[src/rtl/dnm_pkg.sv]
package dnm_pkg;
    typedef enum logic [1:0] {
        S_EMPTY = 2'd0,
        S_CHAIN = 2'd1,
        S_DONE  = 2'd2
    } dnm_state_e;

    typedef enum logic [1:0] {
        OP_NONE = 2'd0,
        OP_LOAD = 2'd1,
        OP_MUL  = 2'd2,
        OP_NORM = 2'd3
    } dnm_op_e;
endpackage

[src/rtl/dnm_mant_mul.sv]
module dnm_mant_mul #(
    parameter int MANT_W  = 24,
    parameter int GUARD_W = 4,
    parameter int EXP_W   = 10
) (
    input  logic [MANT_W+GUARD_W-1:0] run_mant,
    input  logic [EXP_W-1:0]          run_exp,
    input  logic [MANT_W-1:0]         op_mant,
    input  logic [EXP_W-1:0]          op_exp,
    output logic [MANT_W+GUARD_W-1:0] nxt_mant,
    output logic [EXP_W-1:0]          nxt_exp
);
    localparam int RUN_W  = MANT_W + GUARD_W;
    localparam int PROD_W = RUN_W + MANT_W;

    logic [PROD_W-1:0] full_prod;

    // Keep the upper part of the product; no renormalization here.
    assign full_prod = PROD_W'(run_mant) * PROD_W'(op_mant);
    assign nxt_mant  = full_prod[PROD_W-1 -: RUN_W];
    assign nxt_exp   = run_exp + op_exp;
endmodule

[src/rtl/dnm_lead_zero.sv]
module dnm_lead_zero #(
    parameter int W = 28,
    localparam int CNT_W = $clog2(W + 1)
) (
    input  logic [W-1:0]     vec,
    output logic [CNT_W-1:0] zeros,
    output logic             is_zero
);
    logic [W-1:0] hit;

    // Bit i is the leading one when it is set and everything above it is clear.
    genvar gi;
    generate
        for (gi = 0; gi < W; gi++) begin : g_hit
            if (gi == W - 1) begin : g_top
                assign hit[gi] = vec[gi];
            end else begin : g_low
                assign hit[gi] = vec[gi] & ~(|vec[W-1:gi+1]);
            end
        end
    endgenerate

    always_comb begin
        zeros = '0;
        for (int i = 0; i < W; i++) begin
            if (hit[i]) zeros = CNT_W'(W - 1 - i);
        end
    end

    assign is_zero = ~(|vec);
endmodule

[src/rtl/dnm_normalize.sv]
module dnm_normalize #(
    parameter int MANT_W  = 24,
    parameter int GUARD_W = 4,
    parameter int EXP_W   = 10
) (
    input  logic [MANT_W+GUARD_W-1:0] run_mant,
    input  logic [EXP_W-1:0]          run_exp,
    output logic [MANT_W-1:0]         norm_mant,
    output logic [EXP_W-1:0]          norm_exp
);
    localparam int RUN_W = MANT_W + GUARD_W;
    localparam int CNT_W = $clog2(RUN_W + 1);

    logic [CNT_W-1:0] lz;
    logic             zero_in;
    logic [RUN_W-1:0] shifted;

    dnm_lead_zero #(.W(RUN_W)) u_lz (
        .vec     (run_mant),
        .zeros   (lz),
        .is_zero (zero_in)
    );

    assign shifted = run_mant << lz;

    always_comb begin
        if (zero_in) begin
            norm_mant = '0;
            norm_exp  = '0;
        end else begin
            norm_mant = shifted[RUN_W-1 -: MANT_W];
            norm_exp  = run_exp - EXP_W'(lz);
        end
    end
endmodule

[src/rtl/defer_norm_mul.sv]
module defer_norm_mul #(
    parameter int MANT_W  = 24,
    parameter int GUARD_W = 4,
    parameter int EXP_W   = 10
) (
    input  logic              clk,
    input  logic              rst_n,
    input  logic              load_i,
    input  logic              mul_i,
    input  logic              norm_i,
    input  logic [MANT_W-1:0] op_mant_i,
    input  logic [EXP_W-1:0]  op_exp_i,
    output logic [MANT_W-1:0] res_mant_o,
    output logic [EXP_W-1:0]  res_exp_o,
    output logic              res_valid_o
);
    import dnm_pkg::*;

    localparam int RUN_W = MANT_W + GUARD_W;

    dnm_state_e        state, state_nxt;
    dnm_op_e           op;
    logic [RUN_W-1:0]  run_mant;
    logic [EXP_W-1:0]  run_exp;
    logic [RUN_W-1:0]  mul_mant;
    logic [EXP_W-1:0]  mul_exp;
    logic [MANT_W-1:0] nrm_mant;
    logic [EXP_W-1:0]  nrm_exp;

    dnm_mant_mul #(.MANT_W(MANT_W), .GUARD_W(GUARD_W), .EXP_W(EXP_W)) u_mul (
        .run_mant (run_mant),
        .run_exp  (run_exp),
        .op_mant  (op_mant_i),
        .op_exp   (op_exp_i),
        .nxt_mant (mul_mant),
        .nxt_exp  (mul_exp)
    );

    dnm_normalize #(.MANT_W(MANT_W), .GUARD_W(GUARD_W), .EXP_W(EXP_W)) u_norm (
        .run_mant  (run_mant),
        .run_exp   (run_exp),
        .norm_mant (nrm_mant),
        .norm_exp  (nrm_exp)
    );

    // Command decode: load first, then multiply, then normalize (chain only).
    always_comb begin
        op = OP_NONE;
        if (load_i)                                 op = OP_LOAD;
        else if (state == S_CHAIN && mul_i)         op = OP_MUL;
        else if (state == S_CHAIN && norm_i)        op = OP_NORM;
    end

    always_comb begin
        state_nxt = state;
        unique case (state)
            S_EMPTY: if (op == OP_LOAD) state_nxt = S_CHAIN;
            S_CHAIN: if (op == OP_NORM) state_nxt = S_DONE;
            S_DONE:  state_nxt = (op == OP_LOAD) ? S_CHAIN : S_EMPTY;
            default: state_nxt = S_EMPTY;
        endcase
    end

    always_ff @(posedge clk or negedge rst_n) begin
        if (!rst_n) state <= S_EMPTY;
        else        state <= state_nxt;
    end

    always_ff @(posedge clk or negedge rst_n) begin
        if (!rst_n) begin
            run_mant   <= '0;
            run_exp    <= '0;
            res_mant_o <= '0;
            res_exp_o  <= '0;
        end else begin
            unique case (op)
                OP_LOAD: begin
                    run_mant <= {op_mant_i, {GUARD_W{1'b0}}};
                    run_exp  <= op_exp_i;
                end
                OP_MUL: begin
                    run_mant <= mul_mant;
                    run_exp  <= mul_exp;
                end
                OP_NORM: begin
                    res_mant_o <= nrm_mant;
                    res_exp_o  <= nrm_exp;
                end
                default: ;
            endcase
        end
    end

    always_comb res_valid_o = (state == S_DONE);

    a_r6_valid_single: assert property (@(posedge clk) disable iff (!rst_n)
        res_valid_o |=> !res_valid_o);
    a_r6_valid_after_norm: assert property (@(posedge clk) disable iff (!rst_n)
        res_valid_o |-> $past(op == OP_NORM));
    a_r5_top_bit_set: assert property (@(posedge clk) disable iff (!rst_n)
        (res_valid_o && res_mant_o != '0) |-> res_mant_o[MANT_W-1]);
    a_r7_zero_exp: assert property (@(posedge clk) disable iff (!rst_n)
        (res_valid_o && res_mant_o == '0) |-> (res_exp_o == '0));
    a_r4_empty_holds: assert property (@(posedge clk) disable iff (!rst_n)
        (state == S_EMPTY && !load_i) |=> (state == S_EMPTY));
    a_r2_load_enters_chain: assert property (@(posedge clk) disable iff (!rst_n)
        load_i |=> (state == S_CHAIN && !res_valid_o));
    a_r9_result_stable: assert property (@(posedge clk) disable iff (!rst_n)
        !res_valid_o |-> ($stable(res_mant_o) && $stable(res_exp_o)));
endmodule

[config.mk]
export PLATFORM = sky130hd
export DESIGN_NAME = defer_norm_mul
export DESIGN_NICKNAME = d
export VERILOG_FILES = /design/src/rtl/dnm_pkg.sv /design/src/rtl/dnm_mant_mul.sv /design/src/rtl/dnm_lead_zero.sv /design/src/rtl/dnm_normalize.sv /design/src/rtl/defer_norm_mul.sv
export SDC_FILE = /design/constraint.sdc
export NUM_CORES = 2
export LEC_CHECK = 0
export BUFFER_PORTS_ARGS = -buffer_cell sky130_fd_sc_hd__buf_2
export CELL_PAD_IN_SITES_DETAIL_PLACEMENT = 1
export CELL_PAD_IN_SITES_GLOBAL_PLACEMENT = 1
export CORE_MARGIN = 4
export CORE_UTILIZATION = 50
export CTS_CLUSTER_DIAMETER = 80
export CTS_CLUSTER_SIZE = 28
export DETAILED_ROUTE_END_ITERATION = 10
export GPL_TIMING_DRIVEN = 1
export PLACE_DENSITY_LB_ADDON = 0.1
export SYNTH_ARGS = -nofsm -noshare
export SYNTH_HDL_FRONTEND = slang
export SYNTH_SLANG_ARGS = --single-unit
[constraint.sdc]
create_clock -name clk -period 17.3 [get_ports clk]
set_input_delay 0.865 -clock clk [delete_from_list [all_inputs] [get_ports clk]]
set_output_delay 0.865 -clock clk [all_outputs]
set_load 0.01 [all_outputs]
==> reports/summary.md <==
The run finished with clean final reports. The count of flip-flops with a built-in enable after synthesis was 0. Hold repair after CTS inserted 0 buffers. At the end of the flow, the number of nets in the layout was 3702.

The count of cells in the finished layout, fillers not included, comes to 3589. Measured in cells, the most critical reg-to-reg path has a length of 24. The synthesized design spends more area on one cell type than any other, namely sky130_fd_sc_hd__fa_1. The effective utilization at floorplan was 0.507; the area of the placeable core was 51600 sq um. The post-placement cell count came out at 3570.

The worst register-to-register path begins at run_mant[8]. Final max-slew violation count: 0. The sequential-to-total area share from yosys stat is 0.0707.

The startpoint type of the worst setup path is a flip-flop. 74 I/O pins were placed. Counting every instance in the synthesized netlist gives 2981. The number of different library cells used by synthesis comes to 85. The family with the most delay on the worst path is adder cells. The most used flip-flop cell after synthesis is sky130_fd_sc_hd__dfrtp_1. On the worst path, the slowest cell contributes a delay of 900 ps. The critical path runs through a total of 24 cells.

The tools report the worst endpoint data arrival time as 8330 ps. Walking the worst path, the cells encountered are buf_4 -> nand2_1 -> fa_1 -> inv_1 -> fa_1 -> inv_1 -> fa_1 -> inv_1 -> fa_1 -> inv_1 -> fa_1 -> fa_1 -> inv_1 -> fa_1 -> ha_1 -> nand3_1 -> or3_1 -> nor4_1 -> a21oi_1 -> nand3_1 -> a21oi_1 -> o311a_1 -> or4_1 -> nand3_1. Clock skew: 14.7 ps. Most used standard cell by instance count after synthesis: sky130_fd_sc_hd__inv_1. From bottom edge to top edge, the die measures 237 um.

The tools report the number of filler instances in the final layout as 6000. The first global-routing pass estimated 133000 um of wire. The via count of the first global-routing pass was 24500; the synthesis-stage register bit count was 74.

Buffers added to address setup during post-CTS repair amount to 0. Routability-driven placement finished with a final weighted congestion of 0.906. The layout cell share with drive strength beyond 1 works out to 0.0530. The area share of the largest cell type after synthesis works out to 0.437. Among the stages of the critical path, the cell type that occurs most often is sky130_fd_sc_hd__fa_1. Entering global routing, the biggest net connects 90 pins.

CTS built an H-tree with a depth of 3. The area added between synthesis and finish is 3.61%. The ratio of routed vias to standard cells works out to 5.76. The number of cells upsized or downsized after cts is 0, and the worst slew slack as a fraction of its limit is 0.248. The clock transition at the register clock pins on the worst setup and hold paths after CTS was 80 ps; the overflow left after global routing was 0.

The run gives 20700 as the via count. By area the synthesized netlist is led by sky130_fd_sc_hd__fa_1 44%, sky130_fd_sc_hd__ha_1 9.1%, sky130_fd_sc_hd__inv_1 8.4%. The tools report the number of warning messages in the yosys log as 0. The critical path startpoint is run_mant[8]. The number of buffers on the longest clock path was 2; the number of detailed-routing iterations run before antenna repair was 5.

The met1 usage in global routing is 0.365. After synthesis the cells add up to 26200 sq um. The number of failing hold endpoints at the final stage came out at 0. The tree built by TritonCTS fans out to 74 sinks. Busiest layer in global routing: met2. The min-delay analysis places its worst path in the category input pin to async pin. Summed over all layers, the routed wires come to 82400 um. The tools report the required time at the endpoint of the critical path as 17600 ps. At the pin with the least slew margin, the transition time is 1120 ps. The tools report the maximum clock frequency as 124 MHz.

In this run the register-to-register setup slack is 9270 ps. In the final routed layout, each cell accounts on average for 23.0 um. The number of buffer and inverter stages on the critical path was 6. Reported max-cap violation count: 0.

Detailed placement finished with a half-perimeter wire length of 62400 um. After layout, the minimum clock period comes to 8030 ps. In this run the worst path has a maximum fanout of 20. The post-route clock period utilization was 0.464; the number of antenna violations at the first check in global routing was 2.

The met2 layer usage reported by global route was 0.553. Setup repair after global routing left no endpoint under its margin. Among all stages on the critical path, the largest delay is contributed by sky130_fd_sc_hd__dfrtp_1.

The logs give 0.301 for the global routing usage summed across all routing layers and 1049 for the starting DRC count in detailed routing. Setup violations remaining at the end of the flow were counted as 0. The number of nets handed over by synthesis was 3782.

The synthesized area per cell is 8.78 sq um, and the die outline area is 56100 sq um. By count the netlist is led by 586 x sky130_fd_sc_hd__inv_1, 571 x sky130_fd_sc_hd__fa_1, 535 x sky130_fd_sc_hd__nand2_1. The horizontal extent of the die works out to 237 um.

TritonCTS built the clock tree. TritonCTS created 9 clock buffers. The worst setup path is captured at a flip-flop. In this run the remaining antenna-violating nets after routing total 0.

For the worst-skew pair, the clock arrives at the later sink with an insertion delay of 360 ps. Setup total negative slack on the finished layout was measured at 0 ps. Root buffer cell: sky130_fd_sc_hd__clkbuf_16. Input and output buffers added on the ports amount to 73. The global routing usage on met3 is 0.0341, and the async set or reset register ratio after synthesis is 1.00. The kind of critical path is flip-flop to flip-flop. The floorplan has 83 rows. After detailed routing, the number of remaining DRC violations is 0.
[cells by family (layout without fill, tap and decap cells)]
kind of cell | Yosys count | after routing | share of synthesized area
and+or+nand+nor | 969 | 969 | 0.176
xor gates and xnor gates | 33 | 33 | 0.0110
other | 0 | 3 | 0
muxes | 41 | 41 | 0.0159
adders and majority gates | 762 | 762 | 0.528
buffers and inverters | 787 | 712 | 0.116
DFF | 74 | 74 | 0.0707
AOI/OAI and AO/OA | 315 | 315 | 0.0826
[final timing paths]
check / endpoint
max in group asynchronous: run_mant[9]
min in group clk: res_exp_o[8]
hold / removal: res_exp_o[4]
hold reg to reg: res_exp_o[8]
setup / recovery: run_mant[26]
setup reg to reg: run_mant[26]
[worst reg2reg max path, delay by kind of cell, from the launching register on]
kind                       cells  cell delay [ps]
and+or+nand+nor                7             1700
adders and majority gates      8             3880
DFF                            1              900
buffers and inverters          6              740
AOI/OAI and AO/OA              3              780
[metrics by stage]
| step | util | hold WS [ps] | area, sq um | worst slack, ps |
|---|---|---|---|---|
| detailed placement | 0.520 | 472 | 26800 | 8970 |
| global route | 0.525 | 461 | 27100 | 8980 |
| CTS | 0.525 | 447 | 27100 | 9330 |
| floorplan | - | 465 | 26200 | 9890 |
| finish | 0.525 | 439 | 27100 | 9270 |
| global placement | 0.520 | 462 | 26800 | 9150 |
[registers in the layout, indices dropped and copies added (netlist names)]
name,cells
run_mant,28
res_mant_o,24
res_exp_o,10
run_exp,10
state,2
[cell usage in the layout, fill, tap and decap left out, drive strengths merged, types with 6 or more instances in the layout]
cell type  netlist  layout
inv            591     595
fa             571     571
nand2          536     536
and2           213     213
ha             191     191
buf             43     104
dfrtp           74      74
a21oi           71      71
nor2            69      69
o21ai           67      67
mux2i           39      39
nor3            32      32
nand3           31      31
a21o            26      26
xnor2           21      21
a211oi          16      16
nor3b           13      13
o2bb2ai         13      13
a31oi           13      13
xor2            12      12
o211ai          11      11
and3            11      11
nor2b            9       9
nand2b           9       9
o21bai           9       9
a22o             9       9
clkbuf         152       9
nand4            9       9
nor4             8       8
or4              7       7
a22oi            7       7
or3              6       6
o221ai           6       6
or2              6       6
[layout make-up]
| cell class | instances | area, sq um | area share |
|---|---|---|---|
| flip-flops and latches | 74 | 1860 | 0.0685 |
| multi-input cells | 2120 | 21300 | 0.785 |
| repair buffers | 104 | 601 | 0.0221 |
| well taps | 680 | 851 | 0.0314 |
| inverters | 592 | 2220 | 0.0819 |
| clock inverters | 7 | 58.8 | 0.00217 |
| clock buffers | 9 | 225 | 0.00830 |
| diodes | 3 | 7.51 | 0.000277 |
[metal layers]
layer / part of all wire / wire, um / up-vias
li1: - / - / 8934
met2: 0.53 / 43500 / 572
met5: 0.000085 / 7 / -
met1: 0.39 / 32100 / 11000
met4: 0.040 / 3300 / 2
met3: 0.042 / 3480 / 194
Power is not shown: default switching activity piles up to over one toggle a cycle in this logic, so the estimate is an artifact.
